===== src/rtl/oscwait_pkg.sv =====
package oscwait_pkg;

   typedef enum logic [2:0] {
      ST_PIN_INIT  = 3'd0,
      ST_WDT_INIT  = 3'd1,
      ST_RST_WAIT  = 3'd2,
      ST_RST_HOLD  = 3'd3,
      ST_RUN       = 3'd4,
      ST_PLL_WAIT  = 3'd5
   } seq_state_e;

   localparam logic [1:0] SRC_MAIN = 2'b00;
   localparam logic [1:0] SRC_SUB  = 2'b01;
   localparam logic [1:0] SRC_PLL  = 2'b10;

   localparam logic [1:0] WSEL_DEFAULT = 2'b11;

endpackage


===== src/rtl/oscwait_sync.sv =====
module oscwait_sync #(
   parameter int STAGES = 2
) (
   input  logic clk,
   input  logic d,
   output logic q
);

   generate
      if (STAGES < 2) begin : g_bad_stages
         $error("oscwait_sync: STAGES must be at least 2");
      end
   endgenerate

   logic [STAGES-1:0] chain;

   always_ff @(posedge clk) begin
      chain <= {chain[STAGES-2:0], d};
   end

   assign q = chain[STAGES-1];

endmodule


===== src/rtl/oscwait_timebase.sv =====
module oscwait_timebase #(
   parameter int POS_NONE = 0,
   parameter int POS_PLL  = 9,
   parameter int POS_MID  = 13,
   parameter int POS_LONG = 17
) (
   input  logic       clk,
   input  logic       clr,
   input  logic [1:0] sel,
   output logic       expired
);

   localparam int POS_TAB [4] = '{POS_NONE, POS_PLL, POS_MID, POS_LONG};
   localparam int MAX_A  = (POS_NONE > POS_PLL) ? POS_NONE : POS_PLL;
   localparam int MAX_B  = (POS_MID > POS_LONG) ? POS_MID : POS_LONG;
   localparam int MAXPOS = (MAX_A > MAX_B) ? MAX_A : MAX_B;
   localparam int CNT_W  = MAXPOS + 1;
   localparam int IDX_W  = (CNT_W > 1) ? $clog2(CNT_W) : 1;

   logic [CNT_W-1:0] cnt;
   logic [IDX_W-1:0] pos_of [4];

   genvar g;
   generate
      for (g = 0; g < 4; g++) begin : g_pos
         assign pos_of[g] = IDX_W'(POS_TAB[g]);
      end
   endgenerate

   always_ff @(posedge clk) begin
      if (clr) cnt <= '0;
      else     cnt <= cnt + 1'b1;
   end

   assign expired = cnt[pos_of[sel]];

endmodule


===== src/rtl/oscwait_seq.sv =====
module oscwait_seq
   import oscwait_pkg::*;
(
   input  logic       clk,
   input  logic       init_s,
   input  logic       wdt_req,
   input  logic [1:0] clk_src,
   input  logic       main_osc_off,
   input  logic       pll_fault,
   input  logic       reg_wr,
   input  logic [1:0] reg_wdata,
   input  logic       expired,
   output logic       tb_clr,
   output logic [1:0] wait_sel,
   output logic       sinit_rst,
   output logic       op_rst,
   output logic       running
);

   seq_state_e state, state_nxt;
   logic       pll_evt;

   assign pll_evt = pll_fault && (clk_src == SRC_PLL);

   always_comb begin
      state_nxt = state;
      tb_clr    = 1'b0;
      if (init_s) begin
         state_nxt = ST_PIN_INIT;
         tb_clr    = 1'b1;
      end else if (wdt_req) begin
         state_nxt = ST_WDT_INIT;
      end else begin
         unique case (state)
            ST_PIN_INIT: begin
               state_nxt = ST_RST_WAIT;
               tb_clr    = 1'b1;
            end
            ST_WDT_INIT: begin
               if ((clk_src == SRC_SUB) && main_osc_off) begin
                  state_nxt = ST_RST_WAIT;
                  tb_clr    = 1'b1;
               end else begin
                  state_nxt = ST_RST_HOLD;
               end
            end
            ST_RST_WAIT: if (expired) state_nxt = ST_RST_HOLD;
            ST_RST_HOLD: state_nxt = ST_RUN;
            ST_RUN: begin
               if (pll_evt) begin
                  state_nxt = ST_PLL_WAIT;
                  tb_clr    = 1'b1;
               end
            end
            ST_PLL_WAIT: begin
               if (pll_evt)      tb_clr    = 1'b1;
               else if (expired) state_nxt = ST_RUN;
            end
            default: state_nxt = ST_PIN_INIT;
         endcase
      end
   end

   always_ff @(posedge clk) begin
      state <= state_nxt;
   end

   always_ff @(posedge clk) begin
      if (init_s)                          wait_sel <= WSEL_DEFAULT;
      else if (reg_wr && state == ST_RUN)  wait_sel <= reg_wdata;
   end

   assign sinit_rst = (state == ST_PIN_INIT) || (state == ST_WDT_INIT);
   assign op_rst    = sinit_rst || (state == ST_RST_WAIT) || (state == ST_RST_HOLD);
   assign running   = (state == ST_RUN);

endmodule


===== src/rtl/oscwait_ctrl.sv =====
module oscwait_ctrl #(
   parameter int SYNC_STAGES   = 2,
   parameter int WAIT_POS_NONE = 0,
   parameter int WAIT_POS_PLL  = 9,
   parameter int WAIT_POS_MID  = 13,
   parameter int WAIT_POS_LONG = 17
) (
   input  logic       clk,
   input  logic       init_pin,
   input  logic       wdt_req,
   input  logic [1:0] clk_src,
   input  logic       main_osc_off,
   input  logic       pll_fault,
   input  logic       reg_wr,
   input  logic [1:0] reg_wdata,
   output logic       sinit_rst,
   output logic       op_rst,
   output logic       running
);

   generate
      if (WAIT_POS_NONE < 0 || WAIT_POS_NONE > 30 ||
          WAIT_POS_PLL  < 0 || WAIT_POS_PLL  > 30 ||
          WAIT_POS_MID  < 0 || WAIT_POS_MID  > 30 ||
          WAIT_POS_LONG < 0 || WAIT_POS_LONG > 30) begin : g_bad_pos
         $error("oscwait_ctrl: wait bit positions must lie in 0..30");
      end
   endgenerate

   logic       init_s;
   logic       tb_clr;
   logic       expired;
   logic [1:0] wait_sel;

   oscwait_sync #(.STAGES(SYNC_STAGES)) u_sync (
      .clk (clk),
      .d   (init_pin),
      .q   (init_s)
   );

   oscwait_timebase #(
      .POS_NONE (WAIT_POS_NONE),
      .POS_PLL  (WAIT_POS_PLL),
      .POS_MID  (WAIT_POS_MID),
      .POS_LONG (WAIT_POS_LONG)
   ) u_tb (
      .clk     (clk),
      .clr     (tb_clr),
      .sel     (wait_sel),
      .expired (expired)
   );

   oscwait_seq u_seq (
      .clk          (clk),
      .init_s       (init_s),
      .wdt_req      (wdt_req),
      .clk_src      (clk_src),
      .main_osc_off (main_osc_off),
      .pll_fault    (pll_fault),
      .reg_wr       (reg_wr),
      .reg_wdata    (reg_wdata),
      .expired      (expired),
      .tb_clr       (tb_clr),
      .wait_sel     (wait_sel),
      .sinit_rst    (sinit_rst),
      .op_rst       (op_rst),
      .running      (running)
   );

endmodule


===== config.mk =====
export PLATFORM = sky130hd
export DESIGN_NAME = oscwait_ctrl
export DESIGN_NICKNAME = d
export VERILOG_FILES = /design/src/rtl/oscwait_pkg.sv /design/src/rtl/oscwait_sync.sv /design/src/rtl/oscwait_timebase.sv /design/src/rtl/oscwait_seq.sv /design/src/rtl/oscwait_ctrl.sv
export SDC_FILE = /design/constraint.sdc
export NUM_CORES = 1
export LEC_CHECK = 0
export ABC_CLOCK_PERIOD_IN_PS = 1700
export BUFFER_PORTS_ARGS = -buffer_cell sky130_fd_sc_hd__buf_2
export CORE_UTILIZATION = 47
export DETAILED_ROUTE_END_ITERATION = 8
export GPL_TIMING_DRIVEN = 0
export PLACE_DENSITY = 0.68
export SETUP_SLACK_MARGIN = 0.15
export SLEW_MARGIN = 20
export SYNTH_ARGS = -nofsm -noshare
export SYNTH_HDL_FRONTEND = slang
export SYNTH_SLANG_ARGS = --single-unit

===== constraint.sdc =====
create_clock -name clk -period 1.7 [get_ports clk]
set_input_delay 0.255 -clock clk [delete_from_list [all_inputs] [get_ports clk]]
set_output_delay 0.255 -clock clk [all_outputs]
set_load 0.02 [all_outputs]

Word level (Yosys, flattened, before mapping)
Index checks and enable logic that the tools add are counted.

Add/subtract/negate cells: 1. $lt $le $gt $ge: 2. Equal/unequal tests: 15. Muxes and demuxes: 17. Bitwise operators: 1. Reductions and logical operators: 11.

Operators with widths (count): 18-bit by 1-bit adder with 18-bit output, second input constant (1); 3-bit case mux with 6 select lines (1); 3-bit two-way mux (4); 5-bit binary-select mux with 2-bit select (1); 5-bit two-way mux (2); 3-bit != test, second input constant (3); 4-bit AND reduction (2); 1-bit two-way mux (7); 3-bit by 2-bit == test with 1-bit output, second input constant (2); 3-bit == test, second input constant (2); 5-bit by 6-bit less-than comparator with 1-bit output, second input constant (1); 2-bit != test, second input constant (3); 1-bit binary-select mux with 5-bit select (1); 2-bit OR reduction (2); 3-bit by 1-bit == test with 1-bit output, second input constant (1); 3-bit >= comparator, second input constant (1); 1-bit logical AND (3); 3-bit logical NOT (1); 1-bit logical OR (3); 3-bit by 2-bit != test with 1-bit output, second input constant (1); 2-bit NOT with 3-bit output (1); 1-bit case mux with 3 select lines (1); 2-bit by 1-bit == test with 1-bit output, second input constant (1); 2-bit == test, second input constant (1); 2-bit by 1-bit != test with 1-bit output, second input constant (1).

Register bits after elaboration: 25. Input bits: 10. Output and inout port bits: 3.

Depth between registers and ports, before layout
Gate-level depths: netlist (run 1).

Depth in word-level cells: 10. Gate-level depth with buffers: 7.

Modules after synthesis
A second synthesis (run 1) with hierarchy kept.

Cell total of the unflattened synthesis: 132. Area total of the unflattened synthesis: 1231.2 um^2.

Modules (own cells, without submodules): oscwait_timebase (times used 1, cells each 101, area an instance 918.4 um^2, seq. area each 360.3 um^2); oscwait_seq (times used 1, cells each 29, area an instance 272.8 um^2, seq. area each 100.1 um^2); oscwait_sync (times used 1, cells each 2, area an instance 40.0 um^2, seq. area each 40.0 um^2).

Worst setup path after synthesis (run 1)
Ideal clock, no wire load.

Path kind: register to register. Start point: reg u_seq.wait_sel[1]. End point: reg u_seq.state[0]. Setup time: 0.072 ns. Arrival time: 1.779 ns. Setup slack: -0.151 ns. Cell stages (with the launch flop): 8. Clock period less this slack: 1.851 ns. Cells stage by stage: dfxtp_1 inv_1 ha_1 mux2i_1 nor3b_1 or4_4 a21oi_2 mux2i_1.

Word-level cells in the longest chain between the ends: 8. Elaborated cells between the ends (all ways): 9. Classes of those cells: eq/ne: 2; mux: 5; bitwise: 1; reduce/logical: 1.

Ends and longest elaborated chain: from (decl) (RTL line oscwait_seq.sv:14) `output logic [1:0] wait_sel,`; from (signal assigned) (RTL line oscwait_seq.sv:70) `else if (reg_wr && state == ST_RUN) wait_sel <= reg_wdata;`; 2-bit NOT with 3-bit output (not written as such) (*) (RTL line oscwait_timebase.sv:35) `assign expired = cnt[pos_of[sel]];`; 5-bit binary-select mux with 2-bit select (*) (RTL line oscwait_timebase.sv:35); 5-bit two-way mux (not written as such) (*) (2 in a row) (RTL line oscwait_timebase.sv:35); 1-bit binary-select mux with 5-bit select (*) (RTL line oscwait_timebase.sv:35); 1-bit two-way mux (not written as such) (*) (RTL line oscwait_timebase.sv:35); 3-bit != test (no source line); 4-bit AND reduction (no source line) (*); to (signal assigned) (RTL line oscwait_seq.sv:65) `state <= state_nxt;`; to (decl) (RTL line oscwait_seq.sv:20) `seq_state_e state, state_nxt;`.

Mark *: on every way between the ends. The rest lies on a longest branch, timed or not. The select of a mux whose other input is x is not followed. A chain may end at the register's enable or synchronous reset.

Worst setup path after layout (run 1)
Same ends and word-level chain as after synthesis.

==> results.md, run 1 <==
* Vias in the first global route at 886
* Clock transition at path regs at 0.13 ns
* Syn. warnings at 0
* Fmax at 0.547 GHz
* Worst slew pin tran at 0.312 ns
* Most used cell, CP: mux2i_1
* Critical path cell sequence: inv_4, ha_4, mux2i_1, nor3b_1, or4_4, a21oi_4, mux2i_1
* RSZ-0062 raised after global routing: yes
* Failing checks: negative setup slack
* Starting DRC count in detailed routing at 9
* Die W at 53.7 um
* Number of cells after detailed placement at 183
* Seq pwr share at 62.2%
* Net Switching at 0.242 mW
* Crit-path max FO at 5
* Part of the power in the clock network at 26.4%
* CP Buf/Inv Count at 1
* Worst hold path class: input port to register
* Mean Syn Cell Area at 8.91 um2
* Relative slew slack at 78.7%
* Synthesized net count at 156
* WL per Instance at 11.9 um
* CTS tree: built
* Fin. Hold Viols at 0
* Placed instance area at 1370 um2
* Internal power at 0.738 mW
* Core region area at 2500 um2
* PD cells at 658 nW/um2
* Critical path type: register to register
* Max incr delay on CP at 0.50 ns
* H-tree levels at 1
* Final setup vio count at 1
* Min Tclk post-route at 1.83 ns
* Vias/cell at 5.15
* Most frequent cells in the layout: 24 x nor2_1, 18 x dfxtp_1, 14 x nand2_1
* Antenna cell count at 0
* Layout net count at 177
* Clock root cell: clkbuf_4
* Static leakage at 0.564 nW
* Most common cell after layout, fill and taps aside: nor2_1
* Crit path DAT at 2.08 ns
* Die Area at 2880 um2
* Inserted Clock Buffers at 3
* Rows at 18
* Crit. End Element: register
* Routed wire length at 2.27 mm
* Combinational power share at 11.5%
* Maximum VDD drop at 0.000515 V
* Largest delay share family, worst path: simple AND/OR/NAND/NOR gates
* Period Utilization, post-route at 108%
* Sw Share at 24.7%
* First-pass GRT wire length at 3.58 mm
* Setup Skew at 0.00289 ns
* DP Wirelength at 1.70 mm
* Routed Antenna Nets at 0
* GRT Total Usage at 17.5%
* Total power at 0.979 mW
* Non-Filler Instances at 191
* Slowest CP cell: or4_4
* Antenna violations before repair at 0
* Die Height at 53.7 um
* Io pins at 13
* Worst endpoint required time at 1.95 ns
* Clock buffer depth at 2
* Worst setup slack after layout at -0.129 ns
* Placement Setup Slack at -0.158 ns
* Final Instance Area at 1490 um2
* Area Growth Syn to Fin at 18.5%
* Post-synth cell types at 36
* Vias post-DR at 983
* Clock sink count at 25
* Largest net degree at the start of global routing at 14
* Max Cap Viol at 0
* Flip-flop and latch count after synthesis at 25
* GRT overflow at 0
* Slew Limit Fails at 0
* Seq/Total Area, Yosys at 39.8%
* Buffers on Ports at 12
* CP Launch Type: register
* # DRC at 0
* Mapped Area at 1260 um2
* Cells after synthesis at 141
* First drt pass iteration count at 4
* Worst skew pair latency at 0.31 ns
* Placer Congestion at 0.774
* Outcome: complete, but fails checks
* Layout cell share with drive strength beyond 1 at 29.2%
* Initial core utilization at 50.3%
* Core Util, Final at 59.6%
[kinds of logic after synthesis]
logic type	count (synthesis)	synth area share, %
adder cells (fa/ha/maj)	5	4.98
AO/OA/AOI/OAI	8	5.68
flip-flops	25	39.8
buffers and inverters	8	2.59
multiplexers	6	4.88
AND/OR/NAND/NOR	73	30.9
XOR/XNOR	16	11.2
[path summary, 6_finish.rpt]
kind	start	slack, ns	endpoint	cells after the start
worst max-delay path	u_seq.wait_sel[1]$_SDFFE_PP1P_	-0.13	u_seq.state[0]$_SDFFE_PP0P_	7
worst min-delay path	init_pin	0.05	u_sync.chain[0]$_DFF_P_	1
worst max register to register	u_seq.wait_sel[1]$_SDFFE_PP1P_	-0.13	u_seq.state[0]$_SDFFE_PP0P_	7
worst min register to register	u_sync.chain[0]$_DFF_P_	0.34	u_sync.chain[1]$_DFF_P_	0
[repair_timing]
action | in CTS | in global routing
pin swaps | 4 | 3
endpoints found under the setup margin | 12 | 8
buffers inserted | 4 | 0
resized for setup | 5 | 12
hold buffers | 0 | 0
cloned | 0 | 0
[sequential cells by signal, indices dropped and copies added, names as in the netlist]
| signal | flops |
|---|---|
| u_sync.chain | 2 |
| u_seq.wait_sel | 2 |
| u_seq.state | 3 |
| u_tb.cnt | 18 |
[per-layer routing]
| layer | vias to the layer above | GRT usage (%) | share of wire (%) |
|---|---|---|---|
| li1 | 523 | - | - |
| met1 | 448 | 20.5 | 50 |
| met2 | 10 | 31.1 | 47 |
| met3 | 2 | 2.54 | 1.8 |
| met4 | 0 | 7.89 | 0.84 |
| met5 | - | 0 | 0 |
[final cells by class]
class	instances	area (um2)
Fill cell	229	1010
Multi-Input combinational cell	108	782
Sequential cell	25	512
Timing Repair Buffer	16	92.6
Tap cell	30	37.5
Clock buffer	4	26.3
Inverter	5	23.8
Buffer	3	15.0
[metrics by stage]
stage | TNS [ns] | hold slack (ns)
finish | -0.129 | 0.0460
global route | -0.243 | 0.0188
CTS | -0.141 | 0.0329
detailed placement | -0.158 | 0.315
global placement | -0.137 | 0.311
floorplan | -0.0513 | 0.283
[cells in the mapped netlist]
library cell  number  area share (%)
and3_1             4             2.0
clkbuf_1           1            0.30
nand3_1            8             3.2
nand4_1            2             1.0
inv_2              1            0.30
a32oi_1            1            0.70
o31ai_4            1             1.7
mux2_2             1            0.90
nand2_1           14             4.2
nand3_2            1            0.80
or4_4              1            0.90
ha_1               5             5.0
and4_1             1            0.70
nor3b_2            1             1.0
xnor2_1            9             6.3
nor4_2             1             1.0
o31ai_1            1            0.60
a31oi_1            1            0.50
buf_2              2            0.80
dfxtp_1           25              40
a21oi_1            1            0.40
nor3_1             4             1.6
nor2_2             2             1.0
a21oi_2            1            0.70
nand3b_1           2             1.2
inv_1              4             1.2
nor3b_1            4             2.4
nor4_1             1            0.50
nor2_1            24             7.2
nor3_2             1            0.80
xor2_1             7             4.9
o21ai_0            1            0.40
a2111oi_0          1            0.70
or2_1              1            0.50
mux2i_1            5             4.0
nand4_2            1             1.0
[power by group through the flow]
stage	clock [mW]	sequential (mW)	combinational (mW)
5_1_grt	0.294	0.611	0.126
3_5_place_dp	0	0.622	0.103
6_report	0.258	0.609	0.112
3_3_place_gp	0	0.622	0.100
2_1_floorplan	0	0.620	0.0741
4_1_cts	0.274	0.608	0.109
Power figures use the tool's default switching activity.
==> run 2, diff against run 1 <==
--- a/config.mk
+++ b/config.mk
@@ -6,11 +6,11 @@
 export NUM_CORES = 1
 export LEC_CHECK = 0
 export ABC_CLOCK_PERIOD_IN_PS = 1700
-export BUFFER_PORTS_ARGS = -buffer_cell sky130_fd_sc_hd__buf_2
 export CORE_UTILIZATION = 47
 export DETAILED_ROUTE_END_ITERATION = 8
+export DONT_BUFFER_PORTS = 1
 export GPL_TIMING_DRIVEN = 0
-export PLACE_DENSITY = 0.68
+export PLACE_DENSITY = 0.64
 export SETUP_SLACK_MARGIN = 0.15
 export SLEW_MARGIN = 20
 export SYNTH_ARGS = -nofsm -noshare
==> run 2 against run 1 <==
  * The flow still finishes with violations (negative setup slack)
  * Combinational power fell by 4%
  * Clock power up 6%
  * Flip-flop and latch count is the same
  * Register-to-register slack barely moved
  * Utilization down 0.050 points
  * Via count fell by 2.0%
  * Largest cell class unchanged
  * Largest power group unchanged
==> results.md, run 2 (synthesis results as in run 1) <==
* Non-Filler Instances at 182
* Core Util, Final at 59.5%
* Setup Skew at 0.00781 ns
* Largest net degree at the start of global routing at 16
* Buffers on Ports at 0
* Crit. End Element: register
* Crit-path max FO at 5
* Placement Setup Slack at -0.159 ns
* Io pins at 13
* Setup TNS at -0.129 ns
* CP Buf/Inv Count at 1
* Worst hold path class: input port to register
* Crit path DAT at 2.09 ns
* Clock root cell: clkbuf_4
* GRT Total Usage at 17.3%
* First drt pass iteration count at 4
* Starting DRC count in detailed routing at 10
* Min Tclk post-route at 1.83 ns
* Worst skew pair latency at 0.32 ns
* CP Launch Type: register
* Clock buffer depth at 2
* Worst slew pin tran at 0.408 ns
* Outcome: complete, but fails checks
* Worst setup slack after layout at -0.129 ns
* Max FFs per register at 18
* # DRC at 0
* Reg-to-reg slack, setup at -0.13 ns
* Core region area at 2500 um2
* Routed wire length at 2.24 mm
* H-tree levels at 1
* Max Cap Viol at 0
* Failing checks: negative setup slack
* Clock sink count at 25
* Total power at 0.989 mW
* Die Area at 2880 um2
* WL per Instance at 12.3 um
* Antenna violations before repair at 0
* Die W at 53.7 um
* Routed Antenna Nets at 0
* Antenna cell count at 0
* Critical path cell sequence: inv_2, ha_4, mux2i_1, nor3b_1, or4_4, a21oi_4, mux2i_1
* DP Wirelength at 1.62 mm
* Period Utilization, post-route at 108%
* Maximum VDD drop at 0.000571 V
* Initial core utilization at 50.3%
* Fin. Hold Viols at 0
* Inserted Clock Buffers at 3
* Vias post-DR at 963
* Worst endpoint required time at 1.96 ns
* Static leakage at 0.550 nW
* PD cells at 665 nW/um2
* Vias in the first global route at 878
* Most used cell, CP: mux2i_1
* Max incr delay on CP at 0.50 ns
* Number of cells after detailed placement at 171
* Largest delay share family, worst path: simple AND/OR/NAND/NOR gates
* Rows at 18
* Final setup vio count at 1
* Vias/cell at 5.29
* Top Registers: u_tb.cnt x18, u_seq.state x3
* Slowest CP cell: or4_4
* Most common cell after layout, fill and taps aside: nor2_1
* CTS tree: built
* Clock transition at path regs at 0.13 ns
* Layout cell share with drive strength beyond 1 at 27.0%
* GRT overflow at 0
* Die Height at 53.7 um
* Slew Limit Fails at 0
* RSZ-0062 raised after global routing: yes
* Critical path type: register to register
* Placer Congestion at 0.775
* Top reg by flops: u_tb.cnt
* Fmax at 0.547 GHz
* Relative slew slack at 72.8%
* First-pass GRT wire length at 3.55 mm
* Area Growth Syn to Fin at 18.4%
* Layout net count at 168
* Most frequent cells in the layout: 24 x nor2_1, 14 x nand2_1, 14 x dfxtp_1
==> run 2: cell types whose count changed in the layout (fill, tap and decap cells not counted), moves of 3 or more <==
cell / delta
dlygate4sd3_1: +3
buf_2: -12
dfxtp_1: -4
dfxtp_2: +4
==> run 2: power by group <==
part           switching, mW  total, mW  internal, mW
Sequential           0.00943      0.609         0.599
Combinational         0.0618      0.107        0.0452
Clock                  0.183      0.273        0.0899
==> run 2: timing repair <==
item                                   in CTS  in global routing
gates resized for setup                     4                 22
setup endpoints to repair                  12                 10
endpoints found under the hold margin       2                  1
hold buffers                                2                  1
pin swaps                                   3                  3
setup buffers                               3                  1
==> run 2: final timing paths <==
path,endpoint,depth (start not counted),startpoint
worst max-delay path,u_seq.state[0]$_SDFFE_PP0P_,7,u_seq.wait_sel[1]$_SDFFE_PP1P_
worst min-delay path,u_seq.wait_sel[1]$_SDFFE_PP1P_,2,reg_wdata[1]
worst max register to register,u_seq.state[0]$_SDFFE_PP0P_,7,u_seq.wait_sel[1]$_SDFFE_PP1P_
worst min register to register,u_sync.chain[1]$_DFF_P_,0,u_sync.chain[0]$_DFF_P_
==> run 2: stage by stage <==
step	cell area, um2	hold slack, ns
after floorplan	1270	0.283
after global routing	1490	0.0932
final	1490	0.0836
after global placement	1310	0.283
after CTS	1410	0.00479
after detailed placement	1310	0.283
==> run 2: worst register-to-register path, cell delays in order, from the launching register on <==
cell and delay [ns]:
dfxtp_2 0.37, inv_2 0.06, ha_4 0.29, mux2i_1 0.18, nor3b_1 0.06, or4_4 0.50, a21oi_4 0.14, mux2i_1 0.18
==> run 2: routing by layer <==
metal / vias to the layer above / share of wire, % / track usage [%]
met4: 0 / 0.89 / 4.39
met5: - / 0 / 0
met1: 444 / 47 / 18.7
met2: 14 / 49 / 32.1
li1: 503 / - / -
met3: 2 / 3.0 / 5.37
==> run 2: final cells by class <==
type / instances / area (um2)
Clock inverter: 1 / 7.51
Inverter: 5 / 21.3
Fill cell: 237 / 1010
Sequential cell: 25 / 517
Timing Repair Buffer: 7 / 60.1
Buffer: 3 / 20.0
Multi-Input combinational cell: 108 / 802
Clock buffer: 3 / 22.5
Tap cell: 30 / 37.5
==> run 3, diff against run 2 <==
--- a/config.mk
+++ b/config.mk
@@ -6,6 +6,7 @@
 export NUM_CORES = 1
 export LEC_CHECK = 0
 export ABC_CLOCK_PERIOD_IN_PS = 1700
+export CORE_ASPECT_RATIO = 0.75
 export CORE_UTILIZATION = 47
 export DETAILED_ROUTE_END_ITERATION = 8
 export DONT_BUFFER_PORTS = 1
@@ -16,3 +17,4 @@
 export SYNTH_ARGS = -nofsm -noshare
 export SYNTH_HDL_FRONTEND = slang
 export SYNTH_SLANG_ARGS = --single-unit
+export TNS_END_PERCENT = 20
==> run 3 against run 2 <==
  * The run still ends with negative setup slack left
  * Flip-flop and latch count unchanged
  * Register-to-register slack got worse by 0.07 ns
  * Sequential share of layout area increased by 0.20 points
  * Largest cell class unchanged
  * Critical path depth did not move
  * Critical endpoint unchanged
  * Count of clock-buffer cells in the layout stayed put
  * Via count rose by 2.4%
  * Largest power group unchanged
  * Fmax shrank 3.7%
  * Combinational power hardly changed
  * Wire length is 12% higher
==> results.md, run 3 (synthesis results as in run 1) <==
* CP Buf/Inv Count at 1
* Max FFs per register at 18
* Number of cells after detailed placement at 175
* Layout cell share with drive strength beyond 1 at 25.2%
* Critical path type: register to register
* Inserted Clock Buffers at 3
* Final setup vio count at 1
* RSZ-0062 raised after global routing: yes
* Failing checks: negative setup slack
* Slew Limit Fails at 0
* Static leakage at 0.549 nW
* Placer Congestion at 0.794
* Crit. End Element: register
* Fill count at 220
* Non-Filler Instances at 185
* Vias post-DR at 986
* GRT overflow at 0
* Buffers on Ports at 0
* Routed wire length at 2.51 mm
* Layout net count at 167
* Io pins at 13
* Initial core utilization at 52.3%
* Worst endpoint required time at 1.94 ns
* Setup Skew at 0.00134 ns
* H-tree levels at 1
* Die W at 61.7 um
* Outcome: complete, but fails checks
* Fmax at 0.526 GHz
* Worst hold path class: input port to register
* Clock transition at path regs at 0.13 ns
* Largest delay share family, worst path: simple AND/OR/NAND/NOR gates
* PD cells at 660 nW/um2
* CP Launch Type: register
* WL per Instance at 13.6 um
* Core region area at 2400 um2
* Min Tclk post-route at 1.90 ns
* Top reg by flops: u_tb.cnt
* Period Utilization, post-route at 112%
* Max Cap Viol at 0
* GRT Total Usage at 19.0%
* Antenna violations before repair at 0
* Vias in the first global route at 903
* CTS tree: built
* Fin. Hold Viols at 0
* Die Height at 46.8 um
* Largest net degree at the start of global routing at 15
* Vias/cell at 5.33
* Most frequent cells in the layout: 24 x nor2_1, 17 x dfxtp_1, 13 x nand2_1
* Top Registers: u_tb.cnt x18, u_seq.state x3
* Rows at 15
* Clock root cell: clkbuf_4
* Total power at 0.978 mW
* Maximum VDD drop at 0.000504 V
* Die Area at 2890 um2
* Crit path DAT at 2.14 ns
* Crit-path max FO at 4
* Worst slew pin tran at 0.436 ns
* DP Wirelength at 1.76 mm
* Worst skew pair latency at 0.31 ns
* Routed Antenna Nets at 0
* Critical path cell sequence: inv_4, ha_4, mux2i_1, nor3b_1, or4_4, a21oi_2, mux2i_1
* # DRC at 0
* Clock sink count at 25
* Slowest CP cell: or4_4
* Antenna cell count at 0
* Max incr delay on CP at 0.48 ns
* Relative slew slack at 70.9%
* Area Growth Syn to Fin at 18.0%
* First-pass GRT wire length at 3.92 mm
* Most used cell, CP: mux2i_1
* Most common cell after layout, fill and taps aside: nor2_1
* Clock buffer depth at 2
* Starting DRC count in detailed routing at 14
* Worst setup slack after layout at -0.200 ns
* First drt pass iteration count at 4
## run 3: changes by cell type in the layout (fill, tap and decap cells not counted), moves of 2 or more
cell	delta
dfxtp_2	-5
dfxtp_1	+3
buf_4	-2
dfxtp_4	+2
## run 3: final cells by class
class	count	area [um2]	area share [%]
Multi-Input combinational cell	108	797	53.8
Clock inverter	1	5.00	0.338
Buffer	3	23.8	1.60
Inverter	5	21.3	1.43
Tap cell	34	42.5	2.87
Clock buffer	3	22.5	1.52
Timing Repair Buffer	6	52.6	3.54
Sequential cell	25	518	34.9
## run 3: timing repair
action                                 4_1_cts  5_1_grt
hold buffers                                 2        1
pin swaps                                    3        4
setup endpoints to repair                   12       10
endpoints found under the hold margin        2        1
buffers inserted                             3        0
gates cloned                                 0        0
resized for setup                            5       21
## run 3: worst reg2reg max path, stage by stage, from the launching register on
cell,delay (ns)
dfxtp_4,0.39
inv_4,0.05
ha_4,0.28
mux2i_1,0.19
nor3b_1,0.07
or4_4,0.48
a21oi_2,0.15
mux2i_1,0.22
## run 3: layer usage
| layer | up-vias | share of wire (%) | GRT usage, % |
|---|---|---|---|
| met4 | 0 | 0.60 | 5.78 |
| li1 | 502 | - | - |
| met2 | 18 | 46 | 29.0 |
| met3 | 2 | 3.5 | 4.96 |
| met5 | - | 0 | 0 |
| met1 | 464 | 50 | 26.7 |
## run 3: metrics by stage
| step | setup slack, ns | TNS (ns) | util (%) | hold slack (ns) | instance area, um2 |
|---|---|---|---|---|---|
| 2_1_floorplan | -0.0513 | -0.0513 | - | 0.283 | 1270 |
| 3_3_place_gp | -0.136 | -0.136 | 54.8 | 0.283 | 1320 |
| 3_5_place_dp | -0.227 | -0.227 | 54.8 | 0.283 | 1320 |
| 4_1_cts | -0.219 | -0.219 | 58.8 | 0.00995 | 1410 |
| 5_1_grt | -0.269 | -0.269 | 61.7 | 0.0851 | 1480 |
| 6_report | -0.200 | -0.200 | 61.7 | 0.0895 | 1480 |
## run 3: final timing paths
path                                  startpoint                             end  slack, ns  depth (start not counted)
hold reg to reg          u_sync.chain[0]$_DFF_P_         u_sync.chain[1]$_DFF_P_       0.34                          0
setup / recovery  u_seq.wait_sel[0]$_SDFFE_PP1P_     u_seq.state[0]$_SDFFE_PP0P_      -0.20                          7
setup reg to reg  u_seq.wait_sel[0]$_SDFFE_PP1P_     u_seq.state[0]$_SDFFE_PP0P_      -0.20                          7
hold / removal                      reg_wdata[0]  u_seq.wait_sel[0]$_SDFFE_PP1P_       0.09                          2
## run 3: report_power, final
| group | leakage [nW] | switching, mW | total [mW] | internal [mW] |
|---|---|---|---|---|
| registers | 0.206 | 0.0124 | 0.612 | 0.599 |
| clock network | 0.0177 | 0.171 | 0.259 | 0.0879 |
| logic | 0.326 | 0.0626 | 0.108 | 0.0455 |
| total | 0.549 | 0.246 | 0.978 | 0.733 |
